[src/rtl/ldm_stm_seq.sv]
module ldm_stm_seq #(
  parameter int DW   = 32,
  parameter int OFFW = 12
) (
  input  logic            clk,
  input  logic            rst_n,
  input  logic            start,
  input  logic            is_load,
  input  logic [3:0]      base_idx,
  input  logic [15:0]     reg_mask,
  input  logic [1:0]      mode,
  input  logic            wback,
  input  logic            dual,
  input  logic [2:0]      pair_sel,
  input  logic [OFFW-1:0] offset,
  output logic            busy,
  output logic            mem_req,
  output logic            mem_we,
  output logic [DW-1:0]   mem_addr,
  output logic [DW-1:0]   mem_wdata,
  input  logic [DW-1:0]   mem_rdata,
  input  logic            mem_ready,
  output logic [3:0]      rf_raddr,
  input  logic [DW-1:0]   rf_rdata,
  output logic            rf_we,
  output logic [3:0]      rf_waddr,
  output logic [DW-1:0]   rf_wdata,
  output logic            done
);
  localparam logic [DW-1:0] STEP = DW'(4);

  typedef enum logic [1:0] {S_IDLE, S_XFER, S_FIN} st_t;
  st_t st;

  logic [15:0]   pend;
  logic [DW-1:0] addr_q, nb_q;
  logic [3:0]    bidx_q, cur;
  logic          load_q, wb_q;

  wire [15:0]   pair_mask = 16'b11 << {pair_sel, 1'b0};
  wire [15:0]   eff_mask  = dual ? pair_mask : reg_mask;
  wire [4:0]    cnt       = 5'($countones(reg_mask));
  wire [DW-1:0] span      = DW'(cnt) << 2;
  wire [DW-1:0] soff      = {{(DW-OFFW){offset[OFFW-1]}}, offset};
  wire [DW-1:0] base_v    = rf_rdata;
  wire [DW-1:0] low_v     = base_v - span;
  wire          last      = (pend & (pend - 16'd1)) == 16'd0;
  wire          xfer      = (st == S_XFER) && mem_ready;

  logic [DW-1:0] first_a;
  always_comb begin
    if (dual) first_a = base_v + soff;
    else begin
      case (mode)
        2'b00:   first_a = base_v;
        2'b01:   first_a = base_v + STEP;
        2'b10:   first_a = low_v + STEP;
        default: first_a = low_v;
      endcase
    end
  end

  always_comb begin
    cur = 4'd0;
    for (int i = 15; i >= 0; i--)
      if (pend[i]) cur = 4'(i);
  end

  assign busy      = st != S_IDLE;
  assign done      = st == S_FIN;
  assign mem_req   = st == S_XFER;
  assign mem_we    = !load_q;
  assign mem_addr  = addr_q;
  assign mem_wdata = rf_rdata;
  assign rf_raddr  = (st == S_IDLE) ? base_idx : cur;
  assign rf_we     = (xfer && load_q) || (done && wb_q);
  assign rf_waddr  = done ? bidx_q : cur;
  assign rf_wdata  = done ? nb_q : mem_rdata;

  always_ff @(posedge clk or negedge rst_n) begin
    if (!rst_n) begin
      st     <= S_IDLE;
      pend   <= '0;
      addr_q <= '0;
      nb_q   <= '0;
      bidx_q <= '0;
      load_q <= 1'b0;
      wb_q   <= 1'b0;
    end else begin
      case (st)
        S_IDLE: if (start) begin
          pend   <= eff_mask;
          addr_q <= first_a;
          nb_q   <= mode[1] ? low_v : base_v + span;
          bidx_q <= base_idx;
          load_q <= is_load;
          wb_q   <= wback && !dual && (reg_mask != 16'd0);
          st     <= (eff_mask == 16'd0) ? S_FIN : S_XFER;
        end
        S_XFER: if (mem_ready) begin
          pend   <= pend & ~(16'd1 << cur);
          addr_q <= addr_q + STEP;
          if (last) st <= S_FIN;
        end
        default: st <= S_IDLE;
      endcase
    end
  end
endmodule

[config.mk]
export PLATFORM = sky130hd
export DESIGN_NAME = ldm_stm_seq
export DESIGN_NICKNAME = d
export VERILOG_FILES = /design/src/rtl/ldm_stm_seq.sv
export SDC_FILE = /design/constraint.sdc
export NUM_CORES = 1
export LEC_CHECK = 0
export ABC_AREA = 1
export BUFFER_PORTS_ARGS = -buffer_cell sky130_fd_sc_hd__clkbuf_2
export CAP_MARGIN = 25
export CORE_MARGIN = 10
export CORE_UTILIZATION = 40
export CTS_CLUSTER_SIZE = 16
export DETAILED_ROUTE_END_ITERATION = 16
export GPL_TIMING_DRIVEN = 0
export SYNTH_ARGS = -nofsm -noshare
export SYNTH_HDL_FRONTEND = slang
export SYNTH_SLANG_ARGS = --single-unit
[constraint.sdc]
create_clock -name clk -period 3.3 [get_ports clk]
set_input_delay 0.66 -clock clk [delete_from_list [all_inputs] [get_ports clk]]
set_output_delay 0.66 -clock clk [all_outputs]
set_load 0.03 [all_outputs]
==> impl_results.md, run 1 <==
* Arrival time at the worst endpoint at 6.07 ns
* Number of cell rows at 63
* Timing-limited maximum frequency at between 150 and 200 MHz
* Areal power density over the cells at between 700 and 800 nW/um^2
* Post-route minimum period at between 5 and 6 ns
* Skew final at 0.00772 ns
* Share of the yosys chip area belonging to registers at 18.2%
* Total vias in the final route at between 15000 and 20000
* Total DRC errors in the routed layout at 0
* Layout Nets at 2555
* Max-slew violation count at 0
* Setup crit end kind: flip-flop
* Vias in the first global route at ~14000
* Final setup violating endpoints at between 50 and 60
* Slew of the pin with the lowest slew margin at about 0.89 ns
* Aggregate global routing overflow at 0
* Detailed placement HPWL at 43500 um
* Area of the core at 29800 sq um
* Worst relative slew slack at about two fifths
* Via count normalized by instance count at approximately 5.5
* Clk pin slew, worst setup/hold paths at 0.07 ns
* Number of top-level design ports at around 220
* Horizontal die dimension at about 190 um
* Cells after synthesis at just over 2000
* Number of flops mapped to enable cells by yosys at 0
* Post-layout power at 12.2 mW
* Met2 track demand over resource in global routing at between 40% and 50%
* Startpoint type of the worst setup path: primary input
* Startpoint-to-endpoint class of the critical path: in -> reg
* Count of input and output buffers at between 200 and 250
* Met1 track demand over resource in global routing at approximately 38%
* Required time of the critical path at ~3.6 ns
* Commonest non-fill, non-tap cells in the layout: sky130_fd_sc_hd__nand2_1 (508), sky130_fd_sc_hd__clkbuf_2 (212), sky130_fd_sc_hd__inv_1 (204), sky130_fd_sc_hd__nor2_1 (159), sky130_fd_sc_hd__a21oi_1 (146)
* Number of warning messages in the yosys log at 0
* Total track usage at 27.4%
* CTS tree: built
* Starting utilization of the core area at between 40 and 50%
* Inserted Diodes at 0
* Failing checks: negative setup slack
* Synth cell types at between 50 and 60
* Antenna violations before repair at 0
* Number of fill cells in the layout at between 3000 and 4000
* Max clock buf depth at 2
* Highest fanout seen on the critical path at 5
* Number of design-rule violations left by the first detailed-router iteration at approximately 1500
* Maximum number of pins on one net before global-route repair at 58
* Leakage Power at between 8 and 9 nW
* Final Hold Fails at 0
* Number of flip-flops and latches in the synthesized netlist at 88
* 1st-pass router iterations at 6
* Antenna Nets Post-Route at 0
* Hold-fix buffer count after cts at 0
* Most common cell after layout, fill and taps aside: sky130_fd_sc_hd__nand2_1
* Max-cap violations at 0
* Total standard cell area after synthesis at 12100 sq um
* Final weighted congestion of routability-driven global placement at 0.982
* Prevailing post-synth register cell: sky130_fd_sc_hd__dfrtp_1
* Share of async-settable or async-resettable flops after synthesis at 100%
* Global-route layer with the greatest usage: met2
* H-tree Lvls at 3
* Die Area at around 38000 sq um
* Total wire length after detailed routing at 54900 um
* Number of buffers added by the clock tree synthesis step at 9
* Net count of the mapped netlist at 2227
* Worst voltage drop across the vdd grid at around 430 uV
* Met3 layer usage reported by global route at approximately 4.6%
* Setup slack after layout at -2.51 ns
* Clock insertion delay at the later pin of the skew report at 0.38 ns
* Share of post-route cells with drive strength above 1 at ~30%
* CTS sink cnt at slightly below 90
* Type of the tightest min-delay check: in -> async
* Detailed-route wire length per cell at between 15 and 20 um
* Post-route clock period utilization at 176%
* Worst slack at placement at -3.22 ns
* Area added between synthesis and finish at 34.4%
* Floorplan die height at just under 200 um
* Sum Neg Setup Slack at -124.76 ns
* Global-route wire length before repair at 83000 um
* Result of the run: finished with violations
* Unrepaired setup endpoints after global routing: yes
* Clk root buf: sky130_fd_sc_hd__clkbuf_16
* Syn Area/Cell at 5.90 sq um
## cell families (layout without fill, tap and decap cells)
kind of cell | Yosys count | count (layout) | synth area share (%)
AOI/OAI and AO/OA | 420 | 420 | 18.9
xor gates and xnor gates | 56 | 56 | 4.05
and+or+nand+nor | 1070 | 1070 | 38.8
DFF | 88 | 88 | 18.2
adders and majority gates | 66 | 66 | 7.62
buffers and inverters | 353 | 686 | 12.5
## area by class of cell
| cell class | instances | area (sq um) | area share [%] |
|---|---|---|---|
| sequential | 88 | 2200 | 13.5 |
| timing repair buffer | 317 | 1990 | 12.2 |
| buffer | 114 | 617 | 3.79 |
| clock inverter | 5 | 63.8 | 0.392 |
| inverter | 239 | 928 | 5.70 |
| multi-input combinational | 1612 | 9760 | 59.9 |
| tap | 390 | 488 | 3.00 |
| clock buffer | 11 | 243 | 1.49 |
## Yosys cell counts (4+ instances only)
master	n	area [sq um]
sky130_fd_sc_hd__a31oi_1	22	138
sky130_fd_sc_hd__inv_1	228	856
sky130_fd_sc_hd__o21ai_2	4	35.0
sky130_fd_sc_hd__xor2_1	54	473
sky130_fd_sc_hd__ha_1	53	663
sky130_fd_sc_hd__buf_4	34	255
sky130_fd_sc_hd__nand2_1	585	2200
sky130_fd_sc_hd__fa_1	13	260
sky130_fd_sc_hd__nand2_2	20	125
sky130_fd_sc_hd__inv_2	7	26.3
sky130_fd_sc_hd__o211ai_1	8	60.1
sky130_fd_sc_hd__nor4_1	15	93.8
sky130_fd_sc_hd__a22oi_1	14	105
sky130_fd_sc_hd__nor2_2	18	113
sky130_fd_sc_hd__o22ai_1	12	75.1
sky130_fd_sc_hd__dfrtp_1	88	2200
sky130_fd_sc_hd__nor3_1	27	135
sky130_fd_sc_hd__a21oi_1	164	821
sky130_fd_sc_hd__nor2_4	10	113
sky130_fd_sc_hd__o21a_1	4	30.0
sky130_fd_sc_hd__nand3_1	139	696
sky130_fd_sc_hd__nand3_2	7	70.1
sky130_fd_sc_hd__or2_2	4	25.0
sky130_fd_sc_hd__buf_2	11	55.1
sky130_fd_sc_hd__a21oi_2	4	35.0
sky130_fd_sc_hd__buf_6	6	67.6
sky130_fd_sc_hd__o21ai_0	159	796
sky130_fd_sc_hd__nand3b_1	7	52.6
sky130_fd_sc_hd__o21ai_1	12	60.1
sky130_fd_sc_hd__nor2_1	189	709
sky130_fd_sc_hd__nand4_1	36	225
sky130_fd_sc_hd__buf_1	6	22.5
sky130_fd_sc_hd__clkbuf_1	57	214
## metrics by stage
stage,instances,util (%),instance area (sq um),hold WS [ns]
floorplan,2053,-,12300,0.364
global placement,2659,46.7,13900,0.454
detailed placement,2660,46.8,13900,0.459
CTS,2730,51.2,15200,0.278
global route,2776,54.7,16300,0.310
finish,2776,54.7,16300,0.260
## registers in the layout, indices dropped and copies added (netlist names)
signal / cells
mem_addr: 32
nb_q: 32
pend: 16
bidx_q: 4
st: 2
load_q: 1
wb_q: 1
## path summary, 6_finish.rpt
kind / slack (ns) / cells after the start / start / to
worst max-delay path: -2.51 / 26 / reg_mask[7] / mem_addr[26]
worst max register to register: 0.28 / 9 / st[1] / mem_addr[31]
max in group asynchronous: 2.35 / 2 / rst_n / mem_addr[27]
worst min register to register: 0.47 / 2 / nb_q[0] / nb_q[0]
worst min-delay path: 0.26 / 1 / rst_n / nb_q[13]
min in group clk: 0.47 / 2 / nb_q[0] / nb_q[0]
## power breakdown
group	total (mW)	leakage [nW]	switching (mW)	internal, mW
clock network	1.12	0.146	0.507	0.614
logic	9.01	6.84	5.81	3.20
registers	2.10	1.04	0.468	1.63
total	12.2	8.03	6.79	5.44
## critical path, stage by stage
cell                       delay, ns
sky130_fd_sc_hd__clkbuf_2       0.11
sky130_fd_sc_hd__inv_2          0.04
sky130_fd_sc_hd__fa_1           0.49
sky130_fd_sc_hd__fa_1           0.53
sky130_fd_sc_hd__fa_2           0.45
sky130_fd_sc_hd__fa_1           0.51
sky130_fd_sc_hd__inv_2          0.05
sky130_fd_sc_hd__ha_4           0.16
sky130_fd_sc_hd__fa_2           0.58
sky130_fd_sc_hd__fa_2           0.49
sky130_fd_sc_hd__o21ai_4        0.20
sky130_fd_sc_hd__ha_4           0.15
sky130_fd_sc_hd__a21boi_4       0.20
sky130_fd_sc_hd__nand3_4        0.11
sky130_fd_sc_hd__nor2_4         0.13
sky130_fd_sc_hd__nand3_4        0.12
sky130_fd_sc_hd__nor2_4         0.17
sky130_fd_sc_hd__nand3_4        0.11
sky130_fd_sc_hd__nor2_4         0.17
sky130_fd_sc_hd__nand3_1        0.11
sky130_fd_sc_hd__nand3_2        0.11
sky130_fd_sc_hd__nand2_2        0.06
sky130_fd_sc_hd__nand2_2        0.09
sky130_fd_sc_hd__nand3_2        0.07
sky130_fd_sc_hd__nand3_1        0.13
sky130_fd_sc_hd__nand2_1        0.06
## repair_timing
action                                  4_1_cts  5_1_grt
endpoints found under the setup margin       59       86
pin swaps                                    84      113
gates resized for setup                     173      196
setup buffers                                58       52
## routing by layer
| layer | vias to the layer above | share of wire [%] |
|---|---|---|
| li1 | 7369 | - |
| met1 | 7272 | 44 |
| met2 | 641 | 46 |
| met3 | 91 | 7.7 |
| met4 | 0 | 2.5 |
| met5 | - | 0 |
Note: power is estimated with default switching activity, not from simulation.
==> run 2: changes to the inputs <==
--- a/config.mk
+++ b/config.mk
@@ -14,2 +14,3 @@
 export DETAILED_ROUTE_END_ITERATION = 16
+export GPL_ROUTABILITY_DRIVEN = 0
 export GPL_TIMING_DRIVEN = 0
==> constraint.sdc (replaced) <==
create_clock -name clk -period 5.1 [get_ports clk]
set_input_delay 1.02 -clock clk [delete_from_list [all_inputs] [get_ports clk]]
set_output_delay 1.02 -clock clk [all_outputs]
set_load 0.01 [all_outputs]
==> run 2 against run 1 <==
The run still ends with negative setup slack left. Largest cell class unchanged. Sequential share of layout area grew 0.33 points. Highest routed layer unchanged. Die area unchanged. Worst setup slack better by 1.5 ns. Register-to-register slack improved by 1.7 ns. Worst hold slack improved by 0.21 ns. Total power down 39%. Critical path type unchanged. Sequential power shrank 35%.
==> impl_results.md, run 2 (synthesis gave the netlist of run 1 again) <==
* Most common cell after layout, fill and taps aside: sky130_fd_sc_hd__nand2_1 (unchanged)
* Highest fanout seen on the critical path at 6 (was 5)
* Net switching power at 3.85 mW (was 6.79 mW)
* Detailed placement HPWL at 41100 um (was 43500 um)
* CTS sink cnt at 88 (unchanged)
* Worst voltage drop across the vdd grid at 283 uV (was 431 uV)
* Die Area at 37700 sq um (unchanged)
* Timing-limited maximum frequency at roughly 160 MHz
* Final standard cell utilization of the core at 53.4% (was 54.7%)
* Clock share of power at 11.0% (was 9.2%)
* Worst slack at placement at -1.75 ns (was -3.22 ns)
* Worst relative slew slack at 34.6% (was 40.9%)
* Max-slew violation count at 0 (unchanged)
* Total DRC errors in the routed layout at 0 (unchanged)
* Vias in the first global route at 14500 (was 14400)
* Horizontal die dimension at 194 um (unchanged)
* Gate power share at 70.8% (was 73.7%)
* Inserted Diodes at 0 (unchanged)
* Placed inst area at 13900 sq um (about the same)
* Leakage Power at 7.92 nW (was 8.03 nW)
* Unrepaired setup endpoints after global routing: yes (unchanged)
* Startpoint type of the worst setup path: primary input (unchanged)
* Max-cap violations at 0 (unchanged)
* Number of cell rows at 63 (unchanged)
* Failing checks: negative setup slack (unchanged)
* Count of input and output buffers at 216 (unchanged)
* Layout Nets at 2550 (was 2555)
* Number of buffers added by the clock tree synthesis step at 9 (unchanged)
* Pint at 3.58 mW (was 5.44 mW)
* Required time of the critical path at 5.42 ns (was 3.56 ns)
* Global-route wire length before repair at 80100 um (was 83000 um)
* Skew final at 0.0133 ns (was 0.00772 ns)
* Share of post-route cells with drive strength above 1 at 27.2% (was 29.7%)
* Final Hold Fails at 0 (unchanged)
* Starting utilization of the core area at 40.7% (unchanged)
* Setup slack after layout at -1.04 ns (was -2.51 ns)
* Number of design-rule violations left by the first detailed-router iteration at 1638 (was 1482)
* Maximum number of pins on one net before global-route repair at 60 (was 58)
* Setup crit end kind: flip-flop (unchanged)
* Via count normalized by instance count at 5.53 (was 5.54)
* Clk pin slew, worst setup/hold paths at 0.07 ns (about the same)
* Commonest non-fill, non-tap cells in the layout: sky130_fd_sc_hd__nand2_1 (522), sky130_fd_sc_hd__inv_1 (211), sky130_fd_sc_hd__clkbuf_2 (209), sky130_fd_sc_hd__nor2_1 (164), sky130_fd_sc_hd__a21oi_1 (153) (was sky130_fd_sc_hd__nand2_1 (508), sky130_fd_sc_hd__clkbuf_2 (212), sky130_fd_sc_hd__inv_1 (204), sky130_fd_sc_hd__nor2_1 (159), sky130_fd_sc_hd__a21oi_1 (146))
* Final setup violating endpoints at 55 (was 59)
* Sw Ratio at 51.8% (was 55.5%)
* Startpoint-to-endpoint class of the critical path: in -> reg (unchanged)
* Share of total power in sequential cells at 18.3% (was 17.2%)
* Aggregate global routing overflow at 0 (unchanged)
* Antenna violations before repair at 0 (unchanged)
* Total vias in the final route at 15300 (was 15400)
* Post-route clock period utilization at 120%
* Total track usage at 26.1% (was 27.4%)
* Clk root buf: sky130_fd_sc_hd__clkbuf_16 (unchanged)
* Number of top-level design ports at 217 (unchanged)
* Result of the run: finished with violations (unchanged)
* Final hold slack at 0.470 ns (was 0.260 ns)
* Type of the tightest min-delay check: reg -> reg (was in -> async)
* Cell with the biggest individual delay on the critical path: sky130_fd_sc_hd__fa_1 (was sky130_fd_sc_hd__fa_2)
* Total wire length after detailed routing at 51900 um (was 54900 um)
* CTS tree: built (unchanged)
* Area added between synthesis and finish at 31.2% (was 34.4%)
* Clock insertion delay at the later pin of the skew report at 0.38 ns (about the same)
* Areal power density over the cells at 467 nW/um^2 (was 751 nW/um^2)
* Cell family with the largest share of critical-path delay: adder cells (unchanged)
* Detailed-route wire length per cell at 18.7 um (was 19.8 um)
* Hold-fix buffer count after cts at 0 (unchanged)
* Worst path buffer plus inverter count at 4 (was 3)
* Area of the core at 29800 sq um (unchanged)
* Antenna Nets Post-Route at 0 (unchanged)
* Largest stage delay on the critical path at 0.56 ns (was 0.58 ns)
* Post-route minimum period at 6.14 ns
* 1st-pass router iterations at 7 (was 6)
* Arrival time at the worst endpoint at 6.46 ns (was 6.07 ns)
* Max clock buf depth at 2 (unchanged)
* Slew of the pin with the lowest slew margin at 0.977 ns (was 0.887 ns)
* Sum Neg Setup Slack at -40.83 ns (was -124.76 ns)
* Floorplan die height at 194 um (unchanged)
* H-tree Lvls at 3 (unchanged)
* Final instance area at 15900 sq um (was 16300 sq um)
[run 2: cell count changes in the layout (fill, tap and decap cells not counted), sizes merged]
| cell | previous run | this run |
|---|---|---|
| inv | 236 | 238 |
| buf | 164 | 159 |
| clkinv | 6 | 4 |
| clkbuf | 278 | 276 |
| bufinv | 1 | 3 |
[run 2: final cells by class]
type,count,area [sq um]
Sequential cell,88,2200
Buffer,114,614
Timing Repair Buffer,312,1970
Tap cell,390,488
Inverter,239,921
Multi-Input combinational cell,1612,9360
Clock inverter,7,126
Fill cell,3012,13900
Clock buffer,9,225
[run 2: worst paths after layout]
check	from	to	slack (ns)	cells after the start
hold reg to reg	bidx_q[0]	bidx_q[0]	0.47	2
max in group asynchronous	rst_n	mem_addr[31]	3.78	2
hold / removal	bidx_q[0]	bidx_q[0]	0.47	2
min in group asynchronous	rst_n	nb_q[11]	0.62	1
setup reg to reg	st[1]	mem_addr[26]	1.96	9
setup / recovery	reg_mask[0]	mem_addr[26]	-1.04	31
[run 2: layer usage]
metal / share of wire (%) / track usage, % / wire (um)
met5: 0 / 0 / 0
met4: 2.4 / 7.33 / 1250
met3: 7.3 / 3.92 / 3800
met2: 46 / 42.7 / 24000
met1: 44 / 34.8 / 22800
[run 2: power groups by stage]
| stage | Clock (mW) | Sequential, mW | Combinational [mW] |
|---|---|---|---|
| final | 0.814 | 1.36 | 5.25 |
| after global routing | 0.852 | 1.41 | 5.72 |
| after CTS | 0.824 | 1.35 | 4.85 |
| after detailed placement | 0 | 1.36 | 4.09 |
| after global placement | 0 | 1.36 | 4.04 |
| after floorplan | 0 | 1.35 | 2.73 |
[run 2: tightest hold or removal path, cell delays in order (launching register included)]
cell	delay [ns]
sky130_fd_sc_hd__dfrtp_1	0.34
sky130_fd_sc_hd__nand2_1	0.05
sky130_fd_sc_hd__nand2_1	0.05
[run 2: through the flow]
step / cells / total power, mW
final: 2771 / 7.42
after global routing: 2771 / 7.98
after CTS: 2742 / 7.02
after detailed placement: 2660 / 5.45
after global placement: 2659 / 5.39
after floorplan: 2053 / 4.07
[run 2: timing repair]
action | in CTS | in global routing
setup endpoints to repair | 54 | 57
resized for setup | 168 | 106
buffers inserted | 66 | 29
pin swaps | 89 | 86
